==> config.mk <==
export PLATFORM = sky130hd
export DESIGN_NAME = fdc_drive_ctl
export DESIGN_NICKNAME = d
export VERILOG_FILES = /design/src/rtl/fdc_ctl_pkg.sv /design/src/rtl/fdc_bus_decode.sv /design/src/rtl/fdc_reg_bank.sv /design/src/rtl/fdc_drive_map.sv /design/src/rtl/fdc_drive_ctl.sv
export SDC_FILE = /design/constraint.sdc
export NUM_CORES = 1
export LEC_CHECK = 0
export BUFFER_PORTS_ARGS = -buffer_cell sky130_fd_sc_hd__buf_2
export CORE_MARGIN = 2
export CORE_UTILIZATION = 40
export CTS_CLUSTER_DIAMETER = 40
export DETAILED_ROUTE_END_ITERATION = 10
export PLACE_DENSITY = 0.78
export SLEW_MARGIN = 10
export SYNTH_ARGS = -nofsm -noshare
export SYNTH_HDL_FRONTEND = slang
export SYNTH_HIERARCHICAL = 1
export SYNTH_SLANG_ARGS = --single-unit
==> constraint.sdc <==
create_clock -name clk -period 1.5 [get_ports clk]
set_input_delay 0.15 -clock clk [delete_from_list [all_inputs] [get_ports clk]]
set_output_delay 0.15 -clock clk [all_outputs]
set_load 0.03 [all_outputs]
==> src/rtl/fdc_ctl_pkg.sv <==
package fdc_ctl_pkg;

   // Which register a read cycle selects
   typedef enum logic [1:0] {
      RSEL_NONE = 2'd0,
      RSEL_CTRL = 2'd1,
      RSEL_TAPE = 2'd2
   } rsel_e;

endpackage

==> src/rtl/fdc_bus_decode.sv <==
module fdc_bus_decode
   import fdc_ctl_pkg::*;
#(
   parameter int ADDR_W    = 10,
   parameter int CTRL_ADDR = 'h3F2,
   parameter int TAPE_ADDR = 'h3F3
) (
   input  logic              cs,
   input  logic              wr_en,
   input  logic              rd_en,
   input  logic [ADDR_W-1:0] addr,
   output logic              ctrl_we,
   output logic              tape_we,
   output rsel_e             rsel
);

   localparam logic [ADDR_W-1:0] CTRL_A = ADDR_W'(CTRL_ADDR);
   localparam logic [ADDR_W-1:0] TAPE_A = ADDR_W'(TAPE_ADDR);

   if (CTRL_ADDR == TAPE_ADDR) begin : g_bad_map
      $error("control and tape registers share one address");
   end
   if (CTRL_ADDR >= (1 << ADDR_W) || TAPE_ADDR >= (1 << ADDR_W)) begin : g_bad_width
      $error("register address does not fit ADDR_W");
   end

   logic hit_ctrl;
   logic hit_tape;

   assign hit_ctrl = cs && (addr == CTRL_A);
   assign hit_tape = cs && (addr == TAPE_A);

   assign ctrl_we = hit_ctrl && wr_en;
   assign tape_we = hit_tape && wr_en;

   always_comb begin
      rsel = RSEL_NONE;
      if (rd_en) begin
         if (hit_ctrl)      rsel = RSEL_CTRL;
         else if (hit_tape) rsel = RSEL_TAPE;
      end
   end

endmodule

==> src/rtl/fdc_reg_bank.sv <==
module fdc_reg_bank #(
   parameter int DATA_W = 8,
   parameter int TAPE_W = 2
) (
   input  logic              clk,
   input  logic              rst_hw_n,
   input  logic              sw_rst,
   input  logic              ctrl_we,
   input  logic              tape_we,
   input  logic [DATA_W-1:0] wdata,
   output logic [DATA_W-1:0] ctrl_q,
   output logic [TAPE_W-1:0] tape_q
);

   if (TAPE_W > DATA_W || TAPE_W < 1) begin : g_bad_tape
      $error("TAPE_W must be between 1 and DATA_W");
   end

   // Control register: both resets clear it, software reset wins over a write
   always_ff @(posedge clk or negedge rst_hw_n) begin
      if (!rst_hw_n)    ctrl_q <= '0;
      else if (sw_rst)  ctrl_q <= '0;
      else if (ctrl_we) ctrl_q <= wdata;
   end

   // Tape store: only the hardware reset clears it
   always_ff @(posedge clk or negedge rst_hw_n) begin
      if (!rst_hw_n)    tape_q <= '0;
      else if (tape_we) tape_q <= wdata[TAPE_W-1:0];
   end

   assert_sw_clear_R9: assert property (@(posedge clk) disable iff (!rst_hw_n)
      sw_rst |=> (ctrl_q == '0));

   assert_tape_keep_R9: assert property (@(posedge clk) disable iff (!rst_hw_n)
      (sw_rst && !tape_we) |=> $stable(tape_q));

   assert_ctrl_hold_R10: assert property (@(posedge clk) disable iff (!rst_hw_n)
      (!ctrl_we && !sw_rst) |=> $stable(ctrl_q));

endmodule

==> src/rtl/fdc_drive_map.sv <==
module fdc_drive_map #(
   parameter int NUM_DRV = 4,
   parameter int SEL_W   = 2
) (
   input  logic [SEL_W-1:0]   sel_i,
   input  logic [NUM_DRV-1:0] motor_i,
   input  logic               swap_sel,
   output logic [NUM_DRV-1:0] ds_n,
   output logic [NUM_DRV-1:0] mtr_n
);

   if (NUM_DRV < 2 || (1 << SEL_W) < NUM_DRV) begin : g_bad_cfg
      $error("drive count needs at least 2 drives and a wide enough select");
   end

   // hit[l]: logical drive l is addressed and its motor bit is set
   logic [NUM_DRV-1:0] hit;

   for (genvar l = 0; l < NUM_DRV; l++) begin : g_logical
      assign hit[l] = (sel_i == SEL_W'(l)) && motor_i[l];
   end

   for (genvar p = 0; p < NUM_DRV; p++) begin : g_phys
      if (p < 2) begin : g_pair
         localparam int PEER = p ^ 1;
         assign ds_n[p]  = swap_sel ? ~hit[PEER]     : ~hit[p];
         assign mtr_n[p] = swap_sel ? ~motor_i[PEER] : ~motor_i[p];
      end else begin : g_fixed
         assign ds_n[p]  = ~hit[p];
         assign mtr_n[p] = ~motor_i[p];
      end
   end

endmodule

==> src/rtl/fdc_drive_ctl.sv <==
module fdc_drive_ctl
   import fdc_ctl_pkg::*;
#(
   parameter int ADDR_W    = 10,
   parameter int DATA_W    = 8,
   parameter int NUM_DRV   = 4,
   parameter int TAPE_W    = 2,
   parameter int MOTOR_LSB = 4,
   parameter int CTRL_ADDR = 'h3F2,
   parameter int TAPE_ADDR = 'h3F3
) (
   input  logic              clk,
   input  logic              rst_hw_n,
   input  logic              sw_rst,
   input  logic              cs,
   input  logic              wr_en,
   input  logic              rd_en,
   input  logic [ADDR_W-1:0] addr,
   input  logic [DATA_W-1:0] wdata,
   input  logic              swap_sel,
   output logic [DATA_W-1:0] rdata,
   output logic [DATA_W-1:0] rdata_en,
   output logic [NUM_DRV-1:0] ds_n,
   output logic [NUM_DRV-1:0] mtr_n
);

   localparam int SEL_W = $clog2(NUM_DRV);

   if (MOTOR_LSB + NUM_DRV > DATA_W || MOTOR_LSB < SEL_W) begin : g_bad_layout
      $error("motor field overlaps select field or exceeds DATA_W");
   end

   logic              ctrl_we;
   logic              tape_we;
   rsel_e             rsel;
   logic [DATA_W-1:0] ctrl_q;
   logic [TAPE_W-1:0] tape_q;

   fdc_bus_decode #(
      .ADDR_W    (ADDR_W),
      .CTRL_ADDR (CTRL_ADDR),
      .TAPE_ADDR (TAPE_ADDR)
   ) u_dec (
      .cs      (cs),
      .wr_en   (wr_en),
      .rd_en   (rd_en),
      .addr    (addr),
      .ctrl_we (ctrl_we),
      .tape_we (tape_we),
      .rsel    (rsel)
   );

   fdc_reg_bank #(
      .DATA_W (DATA_W),
      .TAPE_W (TAPE_W)
   ) u_regs (
      .clk      (clk),
      .rst_hw_n (rst_hw_n),
      .sw_rst   (sw_rst),
      .ctrl_we  (ctrl_we),
      .tape_we  (tape_we),
      .wdata    (wdata),
      .ctrl_q   (ctrl_q),
      .tape_q   (tape_q)
   );

   fdc_drive_map #(
      .NUM_DRV (NUM_DRV),
      .SEL_W   (SEL_W)
   ) u_map (
      .sel_i    (ctrl_q[SEL_W-1:0]),
      .motor_i  (ctrl_q[MOTOR_LSB +: NUM_DRV]),
      .swap_sel (swap_sel),
      .ds_n     (ds_n),
      .mtr_n    (mtr_n)
   );

   // Read mux: tape reads drive only the tape field, the rest is marked undriven
   always_comb begin
      rdata    = '0;
      rdata_en = '0;
      case (rsel)
         RSEL_CTRL: begin
            rdata    = ctrl_q;
            rdata_en = '1;
         end
         RSEL_TAPE: begin
            rdata[TAPE_W-1:0]    = tape_q;
            rdata_en[TAPE_W-1:0] = '1;
         end
         default: ;
      endcase
   end

   assert_one_select_R4: assert property (@(posedge clk) disable iff (!rst_hw_n)
      $countones(~ds_n) <= 1);

   assert_idle_select_R5: assert property (@(posedge clk) disable iff (!rst_hw_n)
      (ctrl_q[MOTOR_LSB +: NUM_DRV] == '0) |-> (ds_n == '1));

   assert_tape_write_R7: assert property (@(posedge clk) disable iff (!rst_hw_n)
      tape_we |=> (tape_q == $past(wdata[TAPE_W-1:0])));

endmodule

**Yosys cells after proc, flatten, opt, wreduce, memory -nomap -nowiden**

Cells that the tools add are included.

- Eq/ne operators: 7
- Mux-type cells: 13
- Bitwise operators: 8
- Reductions and logical operators: 11

Operators by type and width:

| kind | number |
|---|---|
| == test 10 bit, second input constant | 2 |
| 2-to-1 mux 8 bit | 2 |
| 2-to-1 mux 6 bit | 2 |
| logical AND 1 bit | 8 |
| 2-to-1 mux 2 bit | 4 |
| NOT 1 bit | 8 |
| == test 2 bit, second input constant | 3 |
| == test 2 x 1 -> 1 bit, second input constant | 2 |
| 2-to-1 mux 1 bit | 4 |
| case mux 2 bit (2 select lines) | 1 |
| zero test 2 bit | 1 |
| nonzero test 2 bit | 1 |
| OR reduction 2 bit | 1 |

- Register bits after elaboration: 10
- Bits of input ports: 25
- Output and inout port bits: 24
- Word-level logic and storage cells: 41

**Longest topological paths before layout**

Gate-level depths: netlist of the first run.

- Depth after elaboration: 8
- Mapped depth: 6

**Cells and area by module**

The synthesis of the first run kept the hierarchy.

Modules (own cells, without submodules):

| module | times used | cells an instance | area an instance (um2) |
|---|---|---|---|
| fdc_reg_bank | 1 | 30 | 397.9 |
| fdc_drive_ctl | 1 | 21 | 148.9 |
| fdc_bus_decode | 1 | 10 | 78.8 |
| fdc_drive_map | 1 | 11 | 75.1 |

**Worst setup path before layout of the first run**

Ideal clock, no wire load.

- Path type: input to output
- Start: in addr[2]
- End: out rdata[0]
- Arrival time: 1,801 ps
- Setup slack: -451 ps
- Cell stages on the path: 5
- Path buffers: 0
- Cell sequence: nand4bb_4 -> nor4_1 -> ha_1 -> a22oi_1 -> nor2_1

- Elaborated cells between the ends (all ways): 10
- Those cells by class: eq/ne (4); mux (4); reduce/logical (2)

RTL lines:

| element | RTL line | RTL |
|---|---|---|
| start: declaration | fdc_drive_ctl.sv:18 | `input logic [ADDR_W-1:0] addr,` |
| == test 10 bit * | fdc_bus_decode.sv:30 | `assign hit_ctrl = cs && (addr == CTRL_A);` |
| logical AND 1 bit * | fdc_bus_decode.sv:30 |  |
| 2-to-1 mux 2 bit * | fdc_bus_decode.sv:39 | `if (hit_ctrl) rsel = RSEL_CTRL;` |
| 2-to-1 mux 2 bit * | fdc_bus_decode.sv:38 | `if (rd_en) begin` |
| net rsel[0] | fdc_drive_ctl.sv:35 | `rsel_e rsel;` |
| == test 2 bit or == test 2 x 1 -> 1 bit (tied branches) | fdc_drive_ctl.sv:82 | `case (rsel)` |
| case mux 2 bit (2 select lines) * | fdc_drive_ctl.sv:82 |  |
| end: declaration | fdc_drive_ctl.sv:21 | `output logic [DATA_W-1:0] rdata,` |

Mark *: on every way through the listed nets, which the timed path passes. The rest lies on a longest branch.

**Worst setup path after layout of the first run**

- Start: in addr[3]
- End: out rdata[3]

- Longest elaborated chain between the ends: 7
- Elaborated cells between the ends (all ways): 9
- Those cells by class: eq/ne (3); mux (4); reduce/logical (2)

Ends and longest elaborated chain:

| element | RTL line | RTL |
|---|---|---|
| == test 10 bit | fdc_bus_decode.sv:31 | `assign hit_tape = cs && (addr == TAPE_A);` |
| logical AND 1 bit | fdc_bus_decode.sv:31 |  |
| 2-to-1 mux 2 bit | fdc_bus_decode.sv:40 | `else if (hit_tape) rsel = RSEL_TAPE;` |
| 2-to-1 mux 2 bit * | fdc_bus_decode.sv:39 |  |
| 2-to-1 mux 2 bit * | fdc_bus_decode.sv:38 |  |
| net rsel[1] | fdc_drive_ctl.sv:35 |  |
| == test 2 x 1 -> 1 bit * | fdc_drive_ctl.sv:82 |  |
| 2-to-1 mux 6 bit * | fdc_drive_ctl.sv:82 |  |

Marked as above.

==> results of run 1 <==
[worst max path at each step]
stage	depth (start not counted)	start	to	slack, ns
after detailed placement	8	addr[2]	rdata[0]	-0.25
after global routing	8	addr[3]	rdata[3]	-0.24
after CTS	8	addr[0]	rdata[3]	-0.12
after global placement	8	addr[2]	rdata[0]	-0.16
after floorplan	6	addr[2]	rdata_en[1]	-0.02
final	8	addr[3]	rdata[3]	-0.18
[layer usage]
| layer | GRT usage [%] | routed length (um) | vias up |
|---|---|---|---|
| met2 | 34.4 | 1160 | 26 |
| met5 | 0 | 0 | - |
| met4 | 16.6 | 61 | 0 |
| li1 | - | - | 356 |
| met3 | 3.17 | 85 | 4 |
| met1 | 22.5 | 805 | 380 |
[cell usage after synthesis, drive strengths merged]
| library cell | count |
|---|---|
| ha | 2 |
| nand4 | 1 |
| mux2i | 10 |
| and2 | 6 |
| nand3b | 2 |
| buf | 8 |
| a32oi | 2 |
| dfrtp | 10 |
| nor2 | 11 |
| nand3 | 2 |
| nor4 | 4 |
| inv | 7 |
| mux2 | 2 |
| a22oi | 2 |
| and2b | 1 |
| nand4bb | 1 |
| nor2b | 1 |
[area by class of cell]
| type | count | area share [%] |
|---|---|---|
| timing repair buffer | 61 | 36.8 |
| inverter | 7 | 2.29 |
| sequential | 10 | 20.0 |
| tap | 17 | 1.69 |
| multi-input combinational | 47 | 36.3 |
| clock buffer | 4 | 2.89 |
[metrics by stage]
stage | setup TNS (ns) | cells | power, mW
2_1_floorplan | -0.0233 | 72 | 0.294
3_3_place_gp | -1.36 | 136 | 0.338
3_5_place_dp | -2.52 | 136 | 0.340
4_1_cts | -1.33 | 145 | 0.600
5_1_grt | -2.97 | 146 | 0.628
6_report | -1.82 | 146 | 0.603
[worst max-delay path: stages]
cell                        delay [ns]
sky130_fd_sc_hd__buf_6            0.09
sky130_fd_sc_hd__nand4bb_4        0.26
sky130_fd_sc_hd__nor4_4           0.35
sky130_fd_sc_hd__inv_2            0.08
sky130_fd_sc_hd__ha_4             0.19
sky130_fd_sc_hd__buf_6            0.13
sky130_fd_sc_hd__and2_4           0.15
sky130_fd_sc_hd__buf_6            0.13
[cell usage in the layout, fill, tap and decap left out]
master and n:
sky130_fd_sc_hd__inv_1 5, sky130_fd_sc_hd__nand3b_1 2, sky130_fd_sc_hd__inv_2 1, sky130_fd_sc_hd__nand4_1 1, sky130_fd_sc_hd__nor4_2 1, sky130_fd_sc_hd__dlygate4sd3_1 1, sky130_fd_sc_hd__nor4_1 1, sky130_fd_sc_hd__and2_2 1
sky130_fd_sc_hd__and2b_1 1, sky130_fd_sc_hd__nor2_4 2, sky130_fd_sc_hd__buf_4 11, sky130_fd_sc_hd__nand4bb_4 1, sky130_fd_sc_hd__buf_2 29, sky130_fd_sc_hd__nor4_4 2, sky130_fd_sc_hd__clkbuf_8 1, sky130_fd_sc_hd__a22oi_2 2
sky130_fd_sc_hd__and2_4 5, sky130_fd_sc_hd__mux2_2 2, sky130_fd_sc_hd__mux2i_1 10, sky130_fd_sc_hd__nor2b_1 1, sky130_fd_sc_hd__clkbuf_4 3, sky130_fd_sc_hd__nand3_1 2, sky130_fd_sc_hd__a32oi_1 2, sky130_fd_sc_hd__inv_4 1
sky130_fd_sc_hd__dfrtp_1 9, sky130_fd_sc_hd__nor2_1 9, sky130_fd_sc_hd__dfrtp_2 1, sky130_fd_sc_hd__buf_6 20, sky130_fd_sc_hd__ha_4 2
[state kept, by name (all words and copies together), names as in the netlist]
| signal | cells |
|---|---|
| u_regs/ctrl_q | 8 |
| u_regs/tape_q | 2 |
[power groups by stage]
stage          clock network (mW)  registers (mW)  logic [mW]
6_report                    0.256           0.270      0.0769
5_1_grt                     0.275           0.270      0.0832
4_1_cts                     0.258           0.270      0.0715
3_5_place_dp                    0           0.276      0.0646
3_3_place_gp                    0           0.276      0.0624
2_1_floorplan                   0           0.275      0.0187
[repair_timing]
action                                  4_1_cts  5_1_grt
setup buffers                                 4        2
gates resized for setup                      40        7
endpoints found under the hold margin        10        0
pin swaps                                     3        7
hold buffers                                  1        0
endpoints found under the setup margin       16       16
[cell families after synthesis]
group | count (synthesis) | share of synthesized area (%)
compound gates | 4 | 4.64
fa+ha+maj | 2 | 3.57
buf+inv | 15 | 12.3
flops | 10 | 35.7
mux | 12 | 17.5
simple gates | 29 | 26.3
==> summary.txt, run 1 <==
Clock network
  • TritonCTS clock tree: yes
  • CTS Root Buffer Type: sky130_fd_sc_hd__clkbuf_4
  • Source-to-sink clock delay at the later pin of the worst-skew pair: around 0.28 ns
  • Clock-pin slew on the worst setup and hold paths: 0.07 ns
  • Number of H-tree levels: 1
  • Clock sink total: 10
  • Number of buffers on the longest clock path: 2
  • Num CTS Buffers: 3

Die
  • Number of cell rows: 15
  • Chip Width: 45.9 um
  • Effective utilization at floorplan: 41.5%
  • Core Area: 1690 um^2
  • Number of top-level pins: between 40 and 50
  • Total die area: 2100 um^2
  • Die outline height: 45.9 um

Run
  • Count of maximum capacitance violations: 0

Synth
  • Synth warnings: 6
  • Yosys reg bits: 10
  • Cell taking the most area after synthesis: sky130_fd_sc_hd__dfrtp_1
  • Net count of the mapped netlist: 99
  • Sequential-to-total area share from yosys stat: 35.7%
  • Synth Cell Area: 701 um^2
  • Area share of the largest cell type after synthesis: 35.7%
  • Synthesized instance count: 72
  • Leading post-synthesis cells by cell area: sky130_fd_sc_hd__dfrtp_1 (36%), sky130_fd_sc_hd__mux2i_1 (14%), sky130_fd_sc_hd__and2_2 (6.4%)
  • Number of library cell types mapped by synthesis: 19
  • Synthesized area per cell: 9.73 um^2

Routing
  • DR vias/cell: 5.25
  • Antenna Nets Post-Route: 0
  • Starting DRC count in detailed routing: 10
  • Total detailed-routing wirelength: ~2100 um
  • Routed len/inst: 14.5 um
  • DRC: 0
  • First drt pass iteration count: 4
  • Vias after detailed routing: about 770

STA
  • Post-layout minimum cycle time: 1.68 ns
  • Worst-case clock skew: 0 ns
  • Crit share post-route: 112%
  • Highest clock rate: approximately 0.60 GHz
  • Count of endpoints failing setup in the final report: 16
  • Worst slew slack as a fraction of its limit: 80.8%
  • Worst Hold Slack: 0.116 ns
  • Worst Tran Pin Value: 0.285 ns
  • RSZ-0062 raised after global routing: true
  • Final Hold Viols: 0
  • Final Max Tran Viols: 0
  • Least setup slack across all paths after layout: -0.177 ns

Placement
  • Setup slack at placement: -0.251 ns
  • Placed cell area: around 1000 um^2
  • Detail Placement HPWL: around 1500 um
  • Global placement routability congestion: 0.769
  • Number of port buffers: 48

Power and ir drop
  • Share of total power consumed by net switching: 23.6%
  • Total leakage power: approximately 0.58 nW
  • Cell-internal power: roughly 0.46 mW
  • Clock power frac: 42.5%
  • Power share of the sequential group: between 40 and 50%
  • Power density over the cells: 480 nW/um^2
  • Peak ir drop on the vdd network: 0.000443 V
  • Logic pwr share: 12.7%
  • Reported net switching power: 0.142 mW

Finish
  • Area of the multi-input gates: 457 um^2
  • Fill count: 116
  • Ant. Diodes: 0
  • Share of the core filled with cells: 74.4%
  • Final design instance area without fill: 1260 um^2
  • Layout area overhead: 79.5%
  • Nets@finish: 157
  • Fraction of final layout cells sized beyond drive strength 1: 65.9%
  • Area taken by flip-flops and latches: 251 um^2

Min path
  • Launch point of the worst hold path: wdata[6]
  • Hold Path Depth: 3
  • Hold path endpoint: u_regs/ctrl_q[6]$_DFFE_PN0P_
  • Type of the worst min-delay path: in -> reg

Setup path
  • Worst R2R Start: u_regs/ctrl_q[0]$_DFFE_PN0P_
  • Critical path class: in -> out
  • WP data required: 1.35 ns
  • Startpoint Class: input port
  • Crit path arrival time: 1.53 ns
  • Crit Reg-Reg Endpoint: u_regs/ctrl_q[0]$_DFFE_PN0P_
  • Endpoint type of the worst setup path: primary output
  • Top fanout value on the critical path: 6
  • Internal reg-to-reg setup slack: around 0.68 ns
  • Worst Reg-to-Reg Cells: 2

Run status
  • Violations in the final reports: setup timing
  • Run status: finished with violations

Global route
  • Gr ovfl total: 0
  • Overall routing resource usage: 20.6%
  • Via count of the first global-routing pass: 670
  • Largest net degree at the start of global routing: 11
  • Global-route wire length before repair: around 2900 um
  • Antenna violations before repair: 0
No activity file was read; power rests on OpenSTA's default activity.
==> run 2: changes to the inputs <==
--- a/config.mk
+++ b/config.mk
@@ -5,12 +5,13 @@
 export SDC_FILE = /design/constraint.sdc
 export NUM_CORES = 1
 export LEC_CHECK = 0
+export ABC_AREA = 1
 export BUFFER_PORTS_ARGS = -buffer_cell sky130_fd_sc_hd__buf_2
 export CORE_MARGIN = 2
 export CORE_UTILIZATION = 40
 export CTS_CLUSTER_DIAMETER = 40
 export DETAILED_ROUTE_END_ITERATION = 10
-export PLACE_DENSITY = 0.78
+export PLACE_DENSITY = 0.77
 export SLEW_MARGIN = 10
 export SYNTH_ARGS = -nofsm -noshare
 export SYNTH_HDL_FRONTEND = slang
==> run 2 against run 1 <==
  * The flow now finishes without violations
  * Global-route usage is 1.9 points lower
  * Final cell count grew 31%
  * Largest power group unchanged
  * Total power up 0.28%
  * Synthesized cell count up 58%
  * Cell area decreased by 3.7%
  * Non-clock buffer count is 5 lower
==> summary.txt, run 2 <==
Run status
  • Run status: completed

Power and ir drop
  • Power share of the sequential group: 44.8%
  • Cell-internal power: 0.459 mW
  • Total leakage power: 0.683 nW
  • Logic pwr share: 15.9%
  • Power Total: 0.605 mW
  • Clock power frac: 39.3%
  • Power density over the cells: 499 nW/um^2
  • Reported net switching power: around 0.15 mW
  • Share of total power consumed by net switching: 24.1%
  • Peak ir drop on the vdd network: 0.000519 V

STA
  • Total negative slack for setup checks: 0 ns
  • Worst-case clock skew: 0 ns
  • Final Hold Viols: 0
  • Worst slew slack as a fraction of its limit: a little over four fifths
  • Worst Hold Slack: 0.118 ns
  • Post-layout minimum cycle time: 1.48 ns
  • Highest clock rate: 0.674 GHz
  • Worst Tran Pin Value: 0.230 ns
  • Final Max Tran Viols: 0
  • Crit share post-route: 99.0%
  • Count of endpoints failing setup in the final report: 0

Synth
  • Net count of the mapped netlist: 141
  • Sequential-to-total area share from yosys stat: 34.2%
  • Ranking of synthesized cells by instance count: sky130_fd_sc_hd__nand2_1 (43), sky130_fd_sc_hd__inv_1 (20), sky130_fd_sc_hd__nand3_1 (12), sky130_fd_sc_hd__dfrtp_1 (10), sky130_fd_sc_hd__nor2_1 (10)
  • Area share of the largest cell type after synthesis: 34.2%
  • Top FF cell, synth: sky130_fd_sc_hd__dfrtp_1
  • Most numerous cell in the Yosys netlist: sky130_fd_sc_hd__nand2_1
  • Synth warnings: 6
  • Synth Cell Area: roughly 730 um^2
  • Leading post-synthesis cells by cell area: sky130_fd_sc_hd__dfrtp_1 (34%), sky130_fd_sc_hd__nand2_1 (22%), sky130_fd_sc_hd__inv_1 (10%)
  • Yosys reg bits: 10
  • Cell taking the most area after synthesis: sky130_fd_sc_hd__dfrtp_1
  • Synthesized area per cell: approximately 6.4 um^2
  • Fraction of registers with async set/reset: 100%
  • Number of enable flip-flop cells after synthesis: 0
  • Synthesized instance count: roughly 110
  • Number of library cell types mapped by synthesis: 14

Placement
  • Number of port buffers: 48
  • Global placement routability congestion: approximately 0.70
  • Placed cell area: 1000 um^2
  • Detail Placement HPWL: between 1000 and 1500 um

Finish
  • Fill count: 137
  • Flip-flop count of the largest register after layout: 8
  • Most common cell after layout, fill and taps aside: sky130_fd_sc_hd__nand2_1
  • Largest registers: u_regs/ctrl_q (8), u_regs/tape_q (2)
  • Final design instance area without fill: 1210 um^2
  • Fraction of final layout cells sized beyond drive strength 1: 48.2%
  • Leading cell types in the layout, fill and taps excluded: sky130_fd_sc_hd__nand2_1 (41), sky130_fd_sc_hd__buf_2 (33), sky130_fd_sc_hd__inv_1 (15), sky130_fd_sc_hd__buf_6 (12)
  • Layout area overhead: 65.5%
  • Ant. Diodes: 0
  • Nets@finish: slightly below 200
  • Top reg by flops: u_regs/ctrl_q

Setup path
  • Critical path class: in -> out
  • Crit path arrival time: 1.33 ns
  • Startpoint Class: input port
  • Top fanout value on the critical path: 5
  • Critical Path Start: addr[2]
  • Worst R2R Start: u_regs/ctrl_q[0]$_DFFE_PN0P_
  • WP data required: 1.35 ns
  • Endpoint type of the worst setup path: primary output

Clock network
  • Number of H-tree levels: 1
  • Clock sink total: 10
  • TritonCTS clock tree: yes
  • CTS Root Buffer Type: sky130_fd_sc_hd__clkbuf_4
  • Source-to-sink clock delay at the later pin of the worst-skew pair: ~0.26 ns
  • Num CTS Buffers: 3
  • Number of buffers on the longest clock path: 2
  • Clock-pin slew on the worst setup and hold paths: 0.07 ns

Die
  • Number of top-level pins: 49
  • Effective utilization at floorplan: between 40% and 50%
  • Core Area: 1730 um^2
  • Number of cell rows: 15
  • Total die area: between 2000 and 2500 um^2
  • Die outline height: 46.8 um
  • Chip Width: 46.8 um

Routing
  • Total detailed-routing wirelength: 2080 um
  • First drt pass iteration count: 4
  • Routed len/inst: roughly 11 um
  • Vias after detailed routing: 875
  • DRC: 0
  • DR vias/cell: 4.58
  • Antenna Nets Post-Route: 0
  • Starting DRC count in detailed routing: 15

Run
  • Count of maximum capacitance violations: 0

Global route
  • Overall routing resource usage: 18.6%
  • Largest net degree at the start of global routing: 11
  • Global-route wire length before repair: approximately 2900 um
  • Gr ovfl total: 0
  • Via count of the first global-routing pass: 743
  • Antenna violations before repair: 0

Min path
  • Launch point of the worst hold path: wdata[6]
  • Type of the worst min-delay path: in -> reg
## run 2: cell count changes in the layout (fill, tap and decap cells not counted), moves of 5 or more
| cell | before | now |
|---|---|---|
| sky130_fd_sc_hd__and2_4 | 5 | 0 |
| sky130_fd_sc_hd__mux2i_1 | 10 | 0 |
| sky130_fd_sc_hd__nand2_1 | 0 | 41 |
| sky130_fd_sc_hd__nand3_1 | 2 | 10 |
| sky130_fd_sc_hd__inv_2 | 1 | 7 |
| sky130_fd_sc_hd__inv_1 | 5 | 15 |
| sky130_fd_sc_hd__buf_6 | 20 | 12 |
## run 2: stage by stage
step | instances | util, % | worst slack, ns
finish | 191 | 70.1 | 0.0157
global route | 191 | 70.1 | -0.0331
CTS | 189 | 63.8 | -0.00659
detailed placement | 182 | 58.2 | -0.106
global placement | 182 | 58.2 | -0.0590
floorplan | 114 | - | -0.0136
## run 2: area by class of cell
type / count / area [um^2] / share of cell area [%]
Inverter: 22 / 82.6 / 6.82
Multi-Input combinational cell: 74 / 425 / 35.1
Timing Repair Buffer: 56 / 385 / 31.8
Sequential cell: 10 / 250 / 20.7
Clock buffer: 4 / 36.3 / 3.00
Tap cell: 25 / 31.3 / 2.58
## run 2: what timing repair did
action | CTS | global route
resized for setup | 12 | 39
buffers inserted | 2 | 3
hold buffers | 1 | 0
setup endpoints to repair | 4 | 14
hold endpoints to repair | 10 | 0
cloned | 0 | 0
pin swaps | 4 | 7
## run 2: worst paths after layout
kind | to | slack [ns] | depth (start not counted)
worst max-delay path | rdata[0] | 0.02 | 10
worst min-delay path | u_regs/ctrl_q[6]$_DFFE_PN0P_ | 0.12 | 3
worst max register to register | u_regs/ctrl_q[0]$_DFFE_PN0P_ | 0.81 | 2
worst min register to register | u_regs/ctrl_q[3]$_DFFE_PN0P_ | 0.47 | 2
max in group asynchronous | u_regs/ctrl_q[7]$_DFFE_PN0P_ | 1.03 | 2
min in group asynchronous | u_regs/ctrl_q[6]$_DFFE_PN0P_ | 0.28 | 2
## run 2: cells by family after synthesis
| group | after synthesis | synth area share [%] |
|---|---|---|
| and+or+nand+nor | 66 | 38.1 |
| adders and majority gates | 2 | 3.42 |
| AOI/OAI and AO/OA | 6 | 4.62 |
| DFF | 10 | 34.2 |
| buffers and inverters | 30 | 19.7 |
## run 2: power groups by stage
stage / sequential [mW] / clock [mW] / combinational [mW]
3_5_place_dp: 0.276 / 0 / 0.0861
5_1_grt: 0.271 / 0.251 / 0.106
4_1_cts: 0.271 / 0.241 / 0.0891
2_1_floorplan: 0.276 / 0 / 0.0370
3_3_place_gp: 0.276 / 0 / 0.0828
6_report: 0.271 / 0.238 / 0.0960
## run 2: worst max-delay path: stages
cell	delay, ns
sky130_fd_sc_hd__buf_2	0.10
sky130_fd_sc_hd__inv_2	0.04
sky130_fd_sc_hd__nand2_2	0.05
sky130_fd_sc_hd__nor2_4	0.12
sky130_fd_sc_hd__nand3_2	0.11
sky130_fd_sc_hd__nor2_4	0.15
sky130_fd_sc_hd__ha_4	0.18
sky130_fd_sc_hd__nand2_1	0.11
sky130_fd_sc_hd__a21oi_4	0.17
sky130_fd_sc_hd__buf_6	0.14
## run 2: routing by layer
metal / vias up / GRT usage (%) / wire length (um)
met2: 28 / 36.4 / 1210
met3: 2 / 5.00 / 108
met4: 0 / 5.00 / 18
li1: 439 / - / -
met5: - / 0 / 0
met1: 406 / 19.2 / 745
==> run 3: changes to the inputs <==
--- a/config.mk
+++ b/config.mk
@@ -11,7 +11,7 @@
 export CORE_UTILIZATION = 40
 export CTS_CLUSTER_DIAMETER = 40
 export DETAILED_ROUTE_END_ITERATION = 10
-export PLACE_DENSITY = 0.77
+export PLACE_DENSITY = 0.76
 export SLEW_MARGIN = 10
 export SYNTH_ARGS = -nofsm -noshare
 export SYNTH_HDL_FRONTEND = slang
==> run 3 against run 2 <==
  * Total power increased by 2.9%
  * Hold slack got worse by 0.0091 ns
  * Register-to-register slack got worse by 0.02 ns
  * Clock-buffer cell count unchanged
  * Critical path depth unchanged
  * Core utilization decreased by 0.22 points
  * Maximum frequency increased by 2.0%
  * Worst setup slack improved by 0.029 ns
  * Clock power increased by 4%
  * Via count increased by 0.23%
  * Final cell count decreased by 1.0%
  * Non-clock buffer count decreased by 2
  * Largest power group unchanged
  * Highest routed layer unchanged
==> summary.txt, run 3 (synthesis gave the netlist of run 2 again) <==
Run status
  • Run status: completed

Global route
  • Most crowded layer after global routing: met2
  • Overall routing resource usage: between 10% and 20%
  • Largest net degree at the start of global routing: 11
  • M2 GR Usage: 37.3%
  • Gr ovfl total: 0
  • Antenna violations before repair: 0
  • Via count of the first global-routing pass: about 770
  • Met3 demand-to-capacity share in global routing: 5.77%
  • Global-route wire length before repair: ~2800 um
  • Global routing usage on met1: 17.1%

Clock network
  • Number of buffers on the longest clock path: 2
  • CTS Root Buffer Type: sky130_fd_sc_hd__clkbuf_4
  • TritonCTS clock tree: yes
  • Number of H-tree levels: 1
  • Source-to-sink clock delay at the later pin of the worst-skew pair: 0.27 ns
  • Num CTS Buffers: 3
  • Clock sink total: 10
  • Clock-pin slew on the worst setup and hold paths: 0.08 ns

STA
  • Final Hold Viols: 0
  • Count of endpoints failing setup in the final report: 0
  • Highest clock rate: approximately 0.69 GHz
  • Worst Hold Slack: 0.109 ns
  • RSZ-0062 raised after global routing: true
  • Worst Tran Pin Value: around 0.23 ns
  • Final Max Tran Viols: 0
  • Worst-case clock skew: 0 ns
  • Crit share post-route: 97.0%
  • Post-layout minimum cycle time: ~1.5 ns
  • Worst slew slack as a fraction of its limit: 84.5%

Setup path
  • Crit Reg-Reg Endpoint: u_regs/ctrl_q[5]$_DFFE_PN0P_
  • Worst Reg-to-Reg Cells: 2
  • Crit path arrival time: 1.31 ns
  • WP data required: about 1.4 ns
  • Top fanout value on the critical path: 6
  • Internal reg-to-reg setup slack: 0.79 ns
  • Startpoint Class: input port
  • Endpoint type of the worst setup path: primary output
  • Worst R2R Start: u_regs/ctrl_q[5]$_DFFE_PN0P_
  • Critical path class: in -> out

Power and ir drop
  • Peak ir drop on the vdd network: 0.000399 V
  • Total leakage power: 0.691 nW
  • Power density over the cells: between 500 and 600 nW/um^2

Routing
  • Antenna Nets Post-Route: 0
  • DRC: 0
  • Total detailed-routing wirelength: around 2100 um
  • DR vias/cell: 4.64
  • Starting DRC count in detailed routing: 8
  • Vias after detailed routing: 877
  • First drt pass iteration count: 4
  • Routed len/inst: 11.3 um

Finish
  • Ant. Diodes: 0
  • Most common cell after layout, fill and taps aside: sky130_fd_sc_hd__buf_2
  • Area taken by flip-flops and latches: roughly 250 um^2
  • Largest registers: u_regs/ctrl_q (8), u_regs/tape_q (2)
  • Flip-flop count of the largest register after layout: 8
  • Leading cell types in the layout, fill and taps excluded: sky130_fd_sc_hd__buf_2 (38), sky130_fd_sc_hd__nand2_1 (37), sky130_fd_sc_hd__inv_1 (14), sky130_fd_sc_hd__buf_6 (11)
  • Fill count: 146
  • Top reg by flops: u_regs/ctrl_q
  • Fraction of final layout cells sized beyond drive strength 1: 51.8%
  • Nets@finish: 192
  • Area of the multi-input gates: around 450 um^2
  • Number of non-filler instances in the completed layout: 189
  • Layout area overhead: 65.0%

Placement
  • Number of placed cells counting well taps: 182
  • Global placement routability congestion: approximately 0.73
  • Detail Placement HPWL: approximately 1500 um
  • Number of port buffers: 48

Die
  • Core Area: 1730 um^2
  • Total die area: 2190 um^2
  • Die outline height: 46.8 um
  • Number of cell rows: 15
  • Chip Width: 46.8 um
  • Effective utilization at floorplan: 42.4%
  • Number of top-level pins: 49

Min path
  • Launch point of the worst hold path: wdata[4]
  • Type of the worst min-delay path: in -> reg
  • Hold Path Depth: 3
  • Hold path endpoint: u_regs/ctrl_q[4]$_DFFE_PN0P_

Run
  • Count of maximum capacitance violations: 0
-- run 3: cell types whose count changed in the layout (fill, tap and decap cells not counted), sizes merged --
| cell | previous run | this run |
|---|---|---|
| buf | 55 | 53 |
-- run 3: worst max path at each step --
stage | startpoint | end | slack [ns]
detailed placement | addr[2] | rdata[1] | -0.13
finish | addr[3] | rdata[1] | 0.04
global route | addr[3] | rdata[6] | -0.03
global placement | addr[2] | rdata[1] | -0.06
CTS | addr[2] | rdata[1] | 0.02
floorplan | addr[2] | rdata[0] | -0.01
-- run 3: per-stage QoR --
step	instance area (um^2)	utilization [%]	TNS (ns)	setup WS [ns]	total power, mW
floorplan	772	-	-0.0136	-0.0136	0.313
global placement	1000	58.2	-0.159	-0.0594	0.359
detailed placement	1000	58.2	-0.432	-0.128	0.362
CTS	1090	63.2	0	0.0230	0.614
global route	1210	69.9	-0.0991	-0.0275	0.653
finish	1210	69.9	0	0.0448	0.622
-- run 3: layer usage --
metal | up-vias | routed length, um
met3 | 4 | 63
met1 | 419 | 793
met5 | - | 0
met2 | 21 | 1250
met4 | 0 | 38
li1 | 433 | -
-- run 3: what timing repair did --
action / 4_1_cts / 5_1_grt
buffers inserted: 1 / 1
gates cloned: 0 / 0
pin swaps: 1 / 8
resized for setup: 8 / 44
hold buffers: 1 / 0
endpoints found under the hold margin: 10 / 0
setup endpoints to repair: 4 / 16
-- run 3: area by class of cell --
| class | count | area share (%) |
|---|---|---|
| clock buffers | 4 | 3.01 |
| inverters | 22 | 7.05 |
| multi-input cells | 74 | 37.3 |
| flip-flops and latches | 10 | 20.7 |
| well taps | 25 | 2.59 |
| repair buffers | 54 | 29.3 |
-- run 3: power by group --
part | leakage, nW | internal (mW) | switching (mW)
combinational | 0.541 | 0.0442 | 0.0589
clock | 0.0210 | 0.148 | 0.101
sequential | 0.129 | 0.270 | 0.000476
total | 0.691 | 0.462 | 0.160
-- run 3: worst max-delay path, cell delays in order --
cell and delay (ns):
sky130_fd_sc_hd__buf_6 0.09, sky130_fd_sc_hd__inv_2 0.04, sky130_fd_sc_hd__nand2_2 0.06, sky130_fd_sc_hd__nor2_4 0.12, sky130_fd_sc_hd__nand3_2 0.10, sky130_fd_sc_hd__nor2_4 0.17, sky130_fd_sc_hd__ha_4 0.21, sky130_fd_sc_hd__nand2_4 0.07
sky130_fd_sc_hd__a21oi_4 0.15, sky130_fd_sc_hd__buf_6 0.15
